===== config.mk =====
export PLATFORM = sky130hd
export DESIGN_NAME = udma_wr_dev
export DESIGN_NICKNAME = d
export VERILOG_FILES = /design/src/rtl/udma_wr_pkg.sv /design/src/rtl/udma_wr_crc.sv /design/src/rtl/udma_wr_fifo.sv /design/src/rtl/udma_wr_ctrl.sv /design/src/rtl/udma_wr_dev.sv
export SDC_FILE = /design/constraint.sdc
export NUM_CORES = 1
export LEC_CHECK = 0
export BUFFER_PORTS_ARGS = -buffer_cell sky130_fd_sc_hd__buf_2
export CAP_MARGIN = 20
export CORE_ASPECT_RATIO = 1.5
export CORE_MARGIN = 3
export CORE_UTILIZATION = 50
export CTS_BUF_LIST = sky130_fd_sc_hd__clkbuf_2
export CTS_CLUSTER_DIAMETER = 60
export DETAILED_ROUTE_END_ITERATION = 16
export PLACE_DENSITY = 0.68
export SYNTH_ARGS = -nofsm -noshare
export SYNTH_HDL_FRONTEND = slang
export SYNTH_SLANG_ARGS = --single-unit

===== constraint.sdc =====
create_clock -name clk -period 4.85 [get_ports clk]
set_clock_uncertainty 0.2 [all_clocks]
set_input_delay 0.7275 -clock clk [delete_from_list [all_inputs] [get_ports clk]]
set_output_delay 0.7275 -clock clk [all_outputs]
set_load 0.05 [all_outputs]

===== src/rtl/udma_wr_pkg.sv =====
`timescale 1ns/1ps
package udma_wr_pkg;
  localparam int WORD_W = 16;
  localparam logic [WORD_W-1:0] CRC_POLY = 16'h1021;

  typedef enum logic [2:0] {
    S_IDLE,
    S_REQ,
    S_BURST,
    S_DEVEND,
    S_WAITACK
  } udma_st_e;

  // One word folded MSB first into the CRC register.
  function automatic logic [WORD_W-1:0] crc_fold(input logic [WORD_W-1:0] c,
                                                 input logic [WORD_W-1:0] w);
    logic [WORD_W-1:0] r;
    logic fb;
    r = c;
    for (int i = WORD_W - 1; i >= 0; i--) begin
      fb = r[WORD_W-1] ^ w[i];
      r  = {r[WORD_W-2:0], 1'b0} ^ (fb ? CRC_POLY : '0);
    end
    return r;
  endfunction
endpackage


===== src/rtl/udma_wr_crc.sv =====
`timescale 1ns/1ps
module udma_wr_crc
  import udma_wr_pkg::*;
#(
  parameter logic [WORD_W-1:0] SEED = 16'h4ABA
) (
  input  logic              clk,
  input  logic              rst_n,
  input  logic              seed_ld,
  input  logic              upd,
  input  logic [WORD_W-1:0] word,
  output logic [WORD_W-1:0] crc
);
  always_ff @(posedge clk or negedge rst_n) begin
    if (!rst_n)       crc <= SEED;
    else if (seed_ld) crc <= SEED;
    else if (upd)     crc <= crc_fold(crc, word);
  end
endmodule


===== src/rtl/udma_wr_fifo.sv =====
`timescale 1ns/1ps
module udma_wr_fifo #(
  parameter int W     = 16,
  parameter int DEPTH = 8
) (
  input  logic             clk,
  input  logic             rst_n,
  input  logic             wr_en,
  input  logic [W-1:0]     wr_data,
  input  logic             rd_en,
  output logic [W-1:0]     rd_data,
  output logic [$clog2(DEPTH):0] count
);
  localparam int AW = $clog2(DEPTH);
  localparam logic [AW-1:0] LAST = AW'(DEPTH - 1);
  localparam logic [AW:0]   FULL = (AW + 1)'(DEPTH);

  logic [W-1:0]  mem [DEPTH];
  logic [AW-1:0] wp, rp;

  assign rd_data = mem[rp];

  always_ff @(posedge clk) begin
    if (wr_en) mem[wp] <= wr_data;
  end

  always_ff @(posedge clk or negedge rst_n) begin
    if (!rst_n) begin
      wp    <= '0;
      rp    <= '0;
      count <= '0;
    end else begin
      if (wr_en) wp <= (wp == LAST) ? '0 : wp + 1'b1;
      if (rd_en) rp <= (rp == LAST) ? '0 : rp + 1'b1;
      case ({wr_en, rd_en})
        2'b10:   count <= count + 1'b1;
        2'b01:   count <= count - 1'b1;
        default: count <= count;
      endcase
    end
  end

  // the reserve of two slots must keep trailing words from overflowing
  p_no_overflow_r4: assert property (@(posedge clk) disable iff (!rst_n)
    wr_en |-> (count < FULL || rd_en));
  p_no_underflow_r3: assert property (@(posedge clk) disable iff (!rst_n)
    rd_en |-> (count != '0));
endmodule


===== src/rtl/udma_wr_ctrl.sv =====
`timescale 1ns/1ps
module udma_wr_ctrl
  import udma_wr_pkg::*;
#(
  parameter int TRP = 4
) (
  input  logic              clk,
  input  logic              rst_n,
  input  logic              xfer_req,
  input  logic              end_req,
  input  logic              cmd_clr,
  input  logic              dmack_n,
  input  logic              stop,
  input  logic              hstrobe,
  input  logic [WORD_W-1:0] dd,
  input  logic              fifo_hi,
  input  logic [WORD_W-1:0] crc_val,
  output logic              dmarq,
  output logic              rdy_n,
  output logic              rdy_oe,
  output logic              wr_en,
  output logic              crc_seed,
  output logic              crc_err,
  output logic [WORD_W-1:0] err_crc,
  output udma_st_e          st
);
  localparam int TW = $clog2(TRP + 1);
  localparam logic [TW-1:0] TRP_LOAD = TW'(TRP - 1);

  udma_st_e  nxt;
  logic      hs_q;
  logic      word_seen;
  logic [TW-1:0] trp_cnt;
  logic      chk;

  always_comb begin
    nxt = st;
    case (st)
      S_IDLE:    if (xfer_req) nxt = S_REQ;
      S_REQ:     if (!dmack_n) nxt = S_BURST;
      S_BURST: begin
        if (dmack_n)                     nxt = S_IDLE;
        else if (stop)                   nxt = S_WAITACK;
        else if (end_req && word_seen)   nxt = S_DEVEND;
      end
      S_DEVEND: begin
        if (dmack_n)             nxt = S_IDLE;
        else if (trp_cnt == '0)  nxt = S_WAITACK;
      end
      S_WAITACK: if (dmack_n) nxt = S_IDLE;
      default:   nxt = S_IDLE;
    endcase
  end

  assign wr_en    = (hstrobe ^ hs_q) && !dmack_n && (st == S_BURST || st == S_DEVEND);
  assign crc_seed = (st == S_REQ) && !dmack_n;
  assign dmarq    = (st == S_REQ) || (st == S_BURST) || (st == S_DEVEND);
  assign rdy_n    = !((st == S_BURST) && !fifo_hi);
  assign rdy_oe   = (st == S_BURST) || (st == S_DEVEND) || (st == S_WAITACK);
  assign chk      = (st == S_WAITACK) && dmack_n;

  always_ff @(posedge clk or negedge rst_n) begin
    if (!rst_n) begin
      st        <= S_IDLE;
      hs_q      <= 1'b0;
      word_seen <= 1'b0;
      trp_cnt   <= '0;
      crc_err   <= 1'b0;
      err_crc   <= '0;
    end else begin
      st   <= nxt;
      hs_q <= hstrobe;
      if (st == S_IDLE)  word_seen <= 1'b0;
      else if (wr_en)    word_seen <= 1'b1;
      if (st == S_BURST)                         trp_cnt <= TRP_LOAD;
      else if (st == S_DEVEND && trp_cnt != '0)  trp_cnt <= trp_cnt - 1'b1;
      if (cmd_clr) crc_err <= 1'b0;
      else if (chk && (dd != crc_val) && !crc_err) begin
        crc_err <= 1'b1;
        err_crc <= dd;
      end
    end
  end

  // Cycles with ready high while the request is still up, for the TRP check.
  logic [15:0] hi_cnt;
  always_ff @(posedge clk or negedge rst_n) begin
    if (!rst_n)                         hi_cnt <= '0;
    else if (!dmarq || !rdy_n)          hi_cnt <= '0;
    else if (hi_cnt != 16'hFFFF)        hi_cnt <= hi_cnt + 1'b1;
  end

  p_trp_min_r6: assert property (@(posedge clk) disable iff (!rst_n)
    ($fell(dmarq) && !$past(stop) && !$past(dmack_n)) |-> (hi_cnt >= 16'(TRP)));
  p_stop_drop_r7: assert property (@(posedge clk) disable iff (!rst_n)
    (st == S_BURST && stop && !dmack_n) |=> (!dmarq && rdy_n));
  p_early_end_r5: assert property (@(posedge clk) disable iff (!rst_n)
    (st == S_BURST && end_req && !word_seen && !stop && !dmack_n) |=> (dmarq && st == S_BURST));
  p_release_r11: assert property (@(posedge clk) disable iff (!rst_n)
    (st == S_WAITACK && dmack_n) |=> !rdy_oe);
  p_sticky_r10: assert property (@(posedge clk) disable iff (!rst_n)
    (crc_err && !cmd_clr) |=> (crc_err && $stable(err_crc)));
endmodule


===== src/rtl/udma_wr_dev.sv =====
`timescale 1ns/1ps
module udma_wr_dev
  import udma_wr_pkg::*;
#(
  parameter int          DEPTH = 8,
  parameter int          TRP   = 4,
  parameter logic [15:0] SEED  = 16'h4ABA
) (
  input  logic        clk,
  input  logic        rst_n,
  input  logic        xfer_req,
  input  logic        end_req,
  input  logic        cmd_clr,
  input  logic        dmack_n,
  input  logic        stop,
  input  logic        hstrobe,
  input  logic [15:0] dd,
  output logic        dmarq,
  output logic        dmardy_n,
  output logic        dmardy_oe,
  output logic        m_valid,
  output logic [15:0] m_data,
  input  logic        m_ready,
  output logic        crc_err,
  output logic [15:0] err_crc
);
  localparam int CW = $clog2(DEPTH) + 1;
  localparam logic [CW-1:0] HI_MARK = CW'(DEPTH - 3);

  logic          wr_en, rd_en, crc_seed, fifo_hi;
  logic [CW-1:0] count;
  logic [15:0]   crc_val;
  udma_st_e      st;

  assign m_valid = (count != '0);
  assign rd_en   = m_valid && m_ready;
  assign fifo_hi = (count > HI_MARK);

  udma_wr_ctrl #(.TRP(TRP)) u_ctrl (
    .clk(clk), .rst_n(rst_n), .xfer_req(xfer_req), .end_req(end_req),
    .cmd_clr(cmd_clr), .dmack_n(dmack_n), .stop(stop), .hstrobe(hstrobe),
    .dd(dd), .fifo_hi(fifo_hi), .crc_val(crc_val), .dmarq(dmarq),
    .rdy_n(dmardy_n), .rdy_oe(dmardy_oe), .wr_en(wr_en), .crc_seed(crc_seed),
    .crc_err(crc_err), .err_crc(err_crc), .st(st)
  );

  udma_wr_crc #(.SEED(SEED)) u_crc (
    .clk(clk), .rst_n(rst_n), .seed_ld(crc_seed), .upd(wr_en),
    .word(dd), .crc(crc_val)
  );

  udma_wr_fifo #(.W(WORD_W), .DEPTH(DEPTH)) u_fifo (
    .clk(clk), .rst_n(rst_n), .wr_en(wr_en), .wr_data(dd),
    .rd_en(rd_en), .rd_data(m_data), .count(count)
  );

  // once waiting for the acknowledge, no strobe may move the CRC
  p_crc_frozen_r8: assert property (@(posedge clk) disable iff (!rst_n)
    (st == S_WAITACK) |=> $stable(crc_val));
  p_hold_data_r3: assert property (@(posedge clk) disable iff (!rst_n)
    (m_valid && !m_ready) |=> (m_valid && $stable(m_data)));
endmodule


==> results of run 1 <==
worst paths after layout:
kind	end	slack, ns	depth (start not counted)
max	m_data[8]	0.91	4
min	u_ctrl.st[2]	0.10	2
max reg2reg	u_fifo.count[3]	1.87	11
min reg2reg	u_crc.crc[7]	0.30	2
max in group asynchronous	u_fifo.rp[0]	3.52	3
min in group asynchronous	u_fifo.count[2]	0.40	3
cells by family after synthesis:
kind of cell    after synthesis  share of synthesized area [%]
flops                       179                           66.0
mux                          67                           14.8
xor+xnor                     59                           7.03
compound gates               45                           3.75
simple gates                 77                           4.97
buf+inv                      30                           1.72
fa+ha+maj                    10                           1.71
per-layer routing:
metal	share of wire, %	GRT usage [%]	vias to the layer above
li1	-	-	1926
met4	1.5	6.09	0
met5	0	0	-
met2	56	33.7	90
met3	3.1	3.50	15
met1	40	23.1	2150
power by group:
part           leakage (nW)  total (mW)  switching, mW  internal, mW
Combinational          1.25        2.53           1.49          1.04
Clock                 0.154       0.805          0.509         0.296
Sequential             1.78        2.17          0.316          1.85
flip-flops by register name (all words and copies together) (netlist names):
name / count
u_fifo.count: 4
u_fifo.rp: 3
u_crc.crc: 16
u_ctrl.hs_q: 1
u_ctrl.trp_cnt: 3
u_ctrl.err_crc: 16
u_ctrl.st: 3
u_fifo.wp: 3
u_ctrl.crc_err: 1
u_ctrl.word_seen: 1
u_fifo.mem: 128
cell type report:
class,instances,area (sq um),area share (%)
clock buffers,18,90.1,1.04
clock inverters,14,173,1.99
flip-flops and latches,179,5130,59.2
repair buffers,76,425,4.91
well taps,199,249,2.87
multi-input cells,258,2550,29.5
inverters,11,41.3,0.476
diodes,1,2.50,0.0289
critical path: cells and delay by family, from the launching register on:
kind	cells	cell delay (ns)
muxes	2	0.80
buffers and inverters	2	0.58
DFF	1	0.94
cells in the final DEF (no fill, tap or decap), drive strengths merged, types with 2 or more instances in the layout:
master | netlist | routed
nand2 | 27 | 27
buf | 7 | 73
dlygate4sd3 | 0 | 3
a22oi | 2 | 2
nand4 | 4 | 4
xnor2 | 42 | 42
a21o | 3 | 3
inv | 11 | 16
clkbuf | 12 | 18
a31oi | 2 | 2
o22a | 3 | 3
nand2b | 3 | 3
dfstp | 8 | 8
dfrtp | 43 | 43
nor3b | 2 | 2
nand3 | 4 | 4
clkinvlp | 0 | 2
a21oi | 13 | 13
bufinv | 0 | 3
xor2 | 16 | 16
a22o | 3 | 3
clkinv | 0 | 4
mux4 | 32 | 32
ha | 9 | 9
nor3 | 8 | 8
nor2b | 4 | 4
mux2 | 34 | 34
a21boi | 2 | 2
nor4b | 2 | 2
o21ai | 10 | 10
nor2 | 17 | 17
or4 | 3 | 3
edfxtp | 128 | 128
metrics by stage:
step	total power [mW]	hold slack [ns]	instance area, sq um	setup WS [ns]	std cells
3_5_place_dp	4.75	0.274	8370	1.56	720
3_3_place_gp	4.70	0.268	8370	1.60	720
6_report	5.51	0.103	8670	0.910	756
4_1_cts	5.56	0.0451	8660	0.780	755
5_1_grt	5.83	0.0349	8670	0.616	756
2_1_floorplan	4.20	0.232	7770	0.916	467
==> impl_metrics.env, run 1 <==
export IMPL_io_pin_count=62
export IMPL_htreeDepth=4
export IMPL_power_density_mw_per_mm2=635
export IMPL_wl_per_cell_microns=20.0
export IMPL_die_x_microns=108
export IMPL_netlist_area_sq_mm=0.00777
export IMPL_syn_inst=467
export IMPL_hold_start="dmack_n"
export IMPL_die_y_microns=159
export IMPL_cts_setup_buffers=0
export IMPL_critical_path_class="flip-flop to output port"
export IMPL_vias=4181
export IMPL_grt_pass1_vias=4474
export IMPL_required_ns=3.92
export IMPL_via_per_inst=5.53
export IMPL_syn_avg_cell_area_sq_um=16.6
export IMPL_syn_nets=502
export IMPL_wirelength_mm=15.1
export IMPL_peakVddDrop_mv=0.402
export IMPL_cts_tree="done"
export IMPL_setup_viol=0
export IMPL_hp_class="primary input to flip-flop"
export IMPL_startpoint="u_fifo.rp[0]"
export IMPL_grt_overflow_total=0
export IMPL_io_buffers=61
export IMPL_cts_inserted_buffers=17
export IMPL_synth_async_sr_flop_share_pct=28.5
export IMPL_finalCritPeriodShare_pct=81.2
export IMPL_antenna_left=0
export IMPL_initialDrtViolationCount=194
export IMPL_ys_ff_latch=179
export IMPL_yosys_warnings=0
export IMPL_die_area_sq_mm=0.0171
export IMPL_layout_drive_gt1_share_pct=34.7
export IMPL_tns_ns=0
export IMPL_synth_edf_count=128
export IMPL_syn_to_final_growth_pct=11.5
export IMPL_r2r_start="u_ctrl.st[2]"
export IMPL_start_util_pct=51.3
export IMPL_crit_fanout=26
export IMPL_rsz0062_at_grt="no"
export IMPL_cts_path_max_buffers=2
export IMPL_ys_types=50
export IMPL_core_area_sq_mm=0.0151
export IMPL_clkTransAtPathRegs_ns=0.24
export IMPL_seq_area_frac_synth_pct=66.0
export IMPL_synth_area_top_cells="edfxtp_1 49%, dfrtp_1 14%, mux4_2 9.3%"
export IMPL_max_slew_margin_rel_pct=28.6
export IMPL_worst_setup_path_start_kind="flip-flop"
export IMPL_finalNetCount=578
export IMPL_yosysMostFrequentCell="edfxtp_1"
export IMPL_synth_common_cells="128 x edfxtp_1, 43 x dfrtp_1, 40 x xnor2_1"
export IMPL_drv_slew=0
export IMPL_drt_pass1_iterations=6
export IMPL_utilization_pct=57.2
export IMPL_p_leak_nw=3.19
export IMPL_n_fill_cell=1216
export IMPL_outcome="finished clean"
export IMPL_cts_hold_buf=3
export IMPL_grt_usage_pct=19.0
export IMPL_clock_latency_ns=0.72
export IMPL_antenna_found_initial=1
export IMPL_yosys_area_top_type="edfxtp_1"
export IMPL_timing_fmax_mhz=254
export IMPL_arrival_ns=3.01
export IMPL_cp_slowest_cell="dfrtp_2"
export IMPL_cts_num_sinks=179
export IMPL_dpl_hpwl_mm=9.91
export IMPL_end_kind="output port"
export IMPL_synth_top_cell_area_share_pct=49.5
export IMPL_cts_repair_resized=0
export IMPL_maxCapViolCount=0
export IMPL_grt_pass1_wl_mm=24.4
export IMPL_path_cells="buf_4, mux4_2, mux2_2, buf_2"
export IMPL_gp_congestion=0.857
export IMPL_cts_root_buf="clkbuf_2"
export IMPL_hold_viol=0
export IMPL_worst_pin_slew_ns=1.07
export IMPL_grt_max_degree=52
export IMPL_slowest_delay_ns=0.94
export IMPL_drc=0
export IMPL_period_needed_ns=3.94
export IMPL_synth_flop_cell="edfxtp_1"
export IMPL_rows=55
Note: power is estimated with default switching activity, not from simulation.
==> inputs of run 2 (changes only) <==
--- a/config.mk
+++ b/config.mk
@@ -5,6 +5,7 @@
 export SDC_FILE = /design/constraint.sdc
 export NUM_CORES = 1
 export LEC_CHECK = 0
+export ABC_AREA = 1
 export BUFFER_PORTS_ARGS = -buffer_cell sky130_fd_sc_hd__buf_2
 export CAP_MARGIN = 20
 export CORE_ASPECT_RATIO = 1.5
@@ -13,7 +14,7 @@
 export CTS_BUF_LIST = sky130_fd_sc_hd__clkbuf_2
 export CTS_CLUSTER_DIAMETER = 60
 export DETAILED_ROUTE_END_ITERATION = 16
-export PLACE_DENSITY = 0.68
+export PLACE_DENSITY = 0.71
 export SYNTH_ARGS = -nofsm -noshare
 export SYNTH_HDL_FRONTEND = slang
 export SYNTH_SLANG_ARGS = --single-unit
==> constraint.sdc (replaced) <==
create_clock -name clk -period 3.25 [get_ports clk]
set_clock_uncertainty 0.2 [all_clocks]
set_input_delay 0.4875 -clock clk [delete_from_list [all_inputs] [get_ports clk]]
set_output_delay 0.4875 -clock clk [all_outputs]
set_load 0.05 [all_outputs]
==> run 2 against run 1 <==
Flip-flop and latch count unchanged. Setup slack worse by 0.75 ns. Cell count up 44%. Global-route usage up 2.1 points. Sequential share of layout area down 3.4 points. Power up 56%. Largest power group unchanged.
==> impl_metrics.env, run 2 <==
export IMPL_reg2reg_depth=13
export IMPL_arrival_ns=2.41
export IMPL_setup_viol=0
export IMPL_syn_inst=778
export IMPL_period_needed_ns=3.09
export IMPL_r2r_end="u_fifo.count[3]"
export IMPL_cts_path_max_buffers=2
export IMPL_multi_input_area_sq_mm=0.00255
export IMPL_finalCritPeriodShare_pct=95.2
export IMPL_hp_class="primary input to flip-flop"
export IMPL_r2r_start="u_ctrl.st[2]"
export IMPL_wirelength_mm=17.8
export IMPL_top_register="u_fifo.mem"
export IMPL_p_sw_mw=4.05
export IMPL_syn_to_final_growth_pct=14.2
export IMPL_gp_congestion=0.945
export IMPL_via_per_inst=5.34
export IMPL_hold_start="end_req"
export IMPL_placed_cell_area_sq_mm=0.00864
export IMPL_postLayoutCellArea_sq_mm=0.00919
export IMPL_die_y_microns=161
export IMPL_drc=0
export IMPL_ys_ff_latch=179
export IMPL_grt_usage_pct=21.1
export IMPL_place_ws_ns=0.454
export IMPL_p_leak_nw=3.75
export IMPL_die_x_microns=110
export IMPL_hold_depth=8
export IMPL_largestRegisters="u_fifo.mem (128), u_crc.crc (16), u_ctrl.err_crc (16)"
export IMPL_largest_register_ffs=128
export IMPL_setup_ws_ns=0.157
export IMPL_rows=56
export IMPL_io_buffers=61
export IMPL_yosysMostFrequentCell="nor2_1"
export IMPL_critical_path_class="flip-flop to output port"
export IMPL_maxCapViolCount=0
export IMPL_cts_inserted_buffers=17
export IMPL_htreeDepth=4
export IMPL_cts_setup_buffers=0
export IMPL_final_cell_mix="136 x nor2_1, 128 x edfxtp_1, 123 x nand2_1"
export IMPL_rsz0062_at_grt="no"
export IMPL_worst_pin_slew_ns=0.905
export IMPL_grt_overflow_total=0
export IMPL_drv_slew=0
export IMPL_regArea_sq_mm=0.00513
export IMPL_worst_setup_path_start_kind="flip-flop"
export IMPL_synth_async_sr_flop_share_pct=28.5
export IMPL_worstHoldEndpoint="u_ctrl.st[1]"
export IMPL_cts_num_sinks=179
export IMPL_power_frac_comb_pct=50.2
export IMPL_yosys_area_top_type="edfxtp_1"
export IMPL_synth_edf_count=128
export IMPL_yosys_warnings=0
export IMPL_dpl_hpwl_mm=11.4
export IMPL_vias=5818
export IMPL_cts_tree="done"
export IMPL_initialDrtViolationCount=243
export IMPL_drt_pass1_iterations=8
export IMPL_tns_ns=0
export IMPL_required_ns=2.56
export IMPL_holdWs_ns=0.0934
export IMPL_layout_drive_gt1_share_pct=16.3
export IMPL_seq_area_frac_synth_pct=63.8
export IMPL_internal_power_mw=4.54
export IMPL_ys_types=40
export IMPL_die_area_sq_mm=0.0177
export IMPL_netlist_area_sq_mm=0.00804
export IMPL_max_slew_margin_rel_pct=39.7
export IMPL_layout_commonest_cell="nor2_1"
export IMPL_power_mw=8.59
export IMPL_synth_flop_cell="edfxtp_1"
export IMPL_io_pin_count=62
export IMPL_synth_common_cells="136 x nor2_1, 128 x edfxtp_1, 123 x nand2_1"
export IMPL_outcome="finished clean"
export IMPL_syn_avg_cell_area_sq_um=10.3
export IMPL_p_seq_share_pct=35.2
export IMPL_end_kind="output port"
export IMPL_grt_pass1_wl_mm=28.2
export IMPL_crit_fanout=48
export IMPL_core_area_sq_mm=0.0157
export IMPL_clock_latency_ns=0.71
export IMPL_antenna_left=0
export IMPL_cts_root_buf="clkbuf_2"
export IMPL_r2r_slack_ns=0.65
export IMPL_power_density_mw_per_mm2=935
export IMPL_wl_per_cell_microns=16.3
export IMPL_synth_area_top_cells="edfxtp_1 48%, dfrtp_1 13%, nor2_1 6.3%"
export IMPL_hold_viol=0
export IMPL_synth_top_cell_area_share_pct=47.8
export IMPL_clkPwrFrac_pct=14.6
export IMPL_clkTransAtPathRegs_ns=0.24
export IMPL_finalNetCount=907
export IMPL_grt_pass1_vias=5687
export IMPL_n_fill_cell=1342
export IMPL_switching_share_pct=47.2
export IMPL_timing_fmax_mhz=323
export IMPL_grt_max_degree=66
export IMPL_antenna_found_initial=1
export IMPL_syn_nets=813
export IMPL_peakVddDrop_mv=0.803
export IMPL_start_util_pct=51.2
## run 2: cell count changes in the layout (fill, tap and decap cells not counted), moves of 21 or more
cell and delta:
nand2_1 +96, dlygate4sd3_1 +21, o21ai_0 +79, inv_1 +49
xnor2_1 -27, nand3_1 +23, mux4_2 -32, nor2_1 +119
mux2_2 -24
## run 2: cells by family after synthesis
family,count (synthesis),share of synthesized area (%)
AND/OR/NAND/NOR,317,16.5
flip-flops,179,63.8
AO/OA/AOI/OAI,153,10.4
buffers and inverters,91,4.48
XOR/XNOR,28,3.24
adder cells (fa/ha/maj),10,1.65
## run 2: how the worst max path moves through the flow
stage	startpoint	end	cells past startpoint
finish	u_fifo.rp[0]	m_data[10]	7
global route	u_fifo.rp[0]	m_data[6]	7
CTS	u_fifo.rp[0]	m_data[2]	7
detailed placement	dmack_n	u_fifo.count[3]	14
global placement	dmack_n	u_fifo.count[3]	14
floorplan	u_fifo.count[1]	u_fifo.count[3]	13
## run 2: power by group through the flow
stage	Combinational [mW]	Sequential, mW	Clock, mW
final	4.31	3.02	1.25
after global placement	4.19	3.07	0
after floorplan	3.00	3.30	0
after detailed placement	4.23	3.07	0
after CTS	4.28	3.03	1.29
after global routing	4.76	3.07	1.37
## run 2: worst max-delay path, cell delays in order, from the launching register on
cell and delay (ns):
dfrtp_2 0.48, inv_1 0.13, buf_12 0.23, o21ai_0 0.10, o22ai_1 0.13, nor2_1 0.06, a31oi_1 0.26, buf_2 0.33
## run 2: layer usage
layer	track usage (%)	routed length (microns)	vias to the layer above	part of all wire [%]
met4	10.2	748	0	4.2
met1	25.4	6970	2763	39
met3	3.76	721	52	4.1
li1	-	-	2840	-
met2	35.9	9360	163	53
met5	0	0	-	0
## run 2: layout make-up
| cell class | instances | area share (%) |
|---|---|---|
| antenna | 1 | 0.0272 |
| clock buffer | 17 | 0.926 |
| clock inverter | 15 | 2.10 |
| inverter | 63 | 2.57 |
| multi-input combinational | 508 | 27.8 |
| sequential | 179 | 55.9 |
| tap | 203 | 2.77 |
| timing repair buffer | 103 | 7.96 |
## run 2: metrics by stage
| step | util (%) | cells |
|---|---|---|
| floorplan | - | 778 |
| detailed placement | 55.0 | 1032 |
| finish | 58.5 | 1089 |
| CTS | 58.4 | 1088 |
| global route | 58.5 | 1089 |
| global placement | 55.0 | 1032 |
## run 2: timing repair
action / 4_1_cts / 5_1_grt
endpoints found under the setup margin: 5 / 10
resized for setup: 1 / 9
endpoints found under the hold margin: 183 / 0
hold buffers: 24 / 0
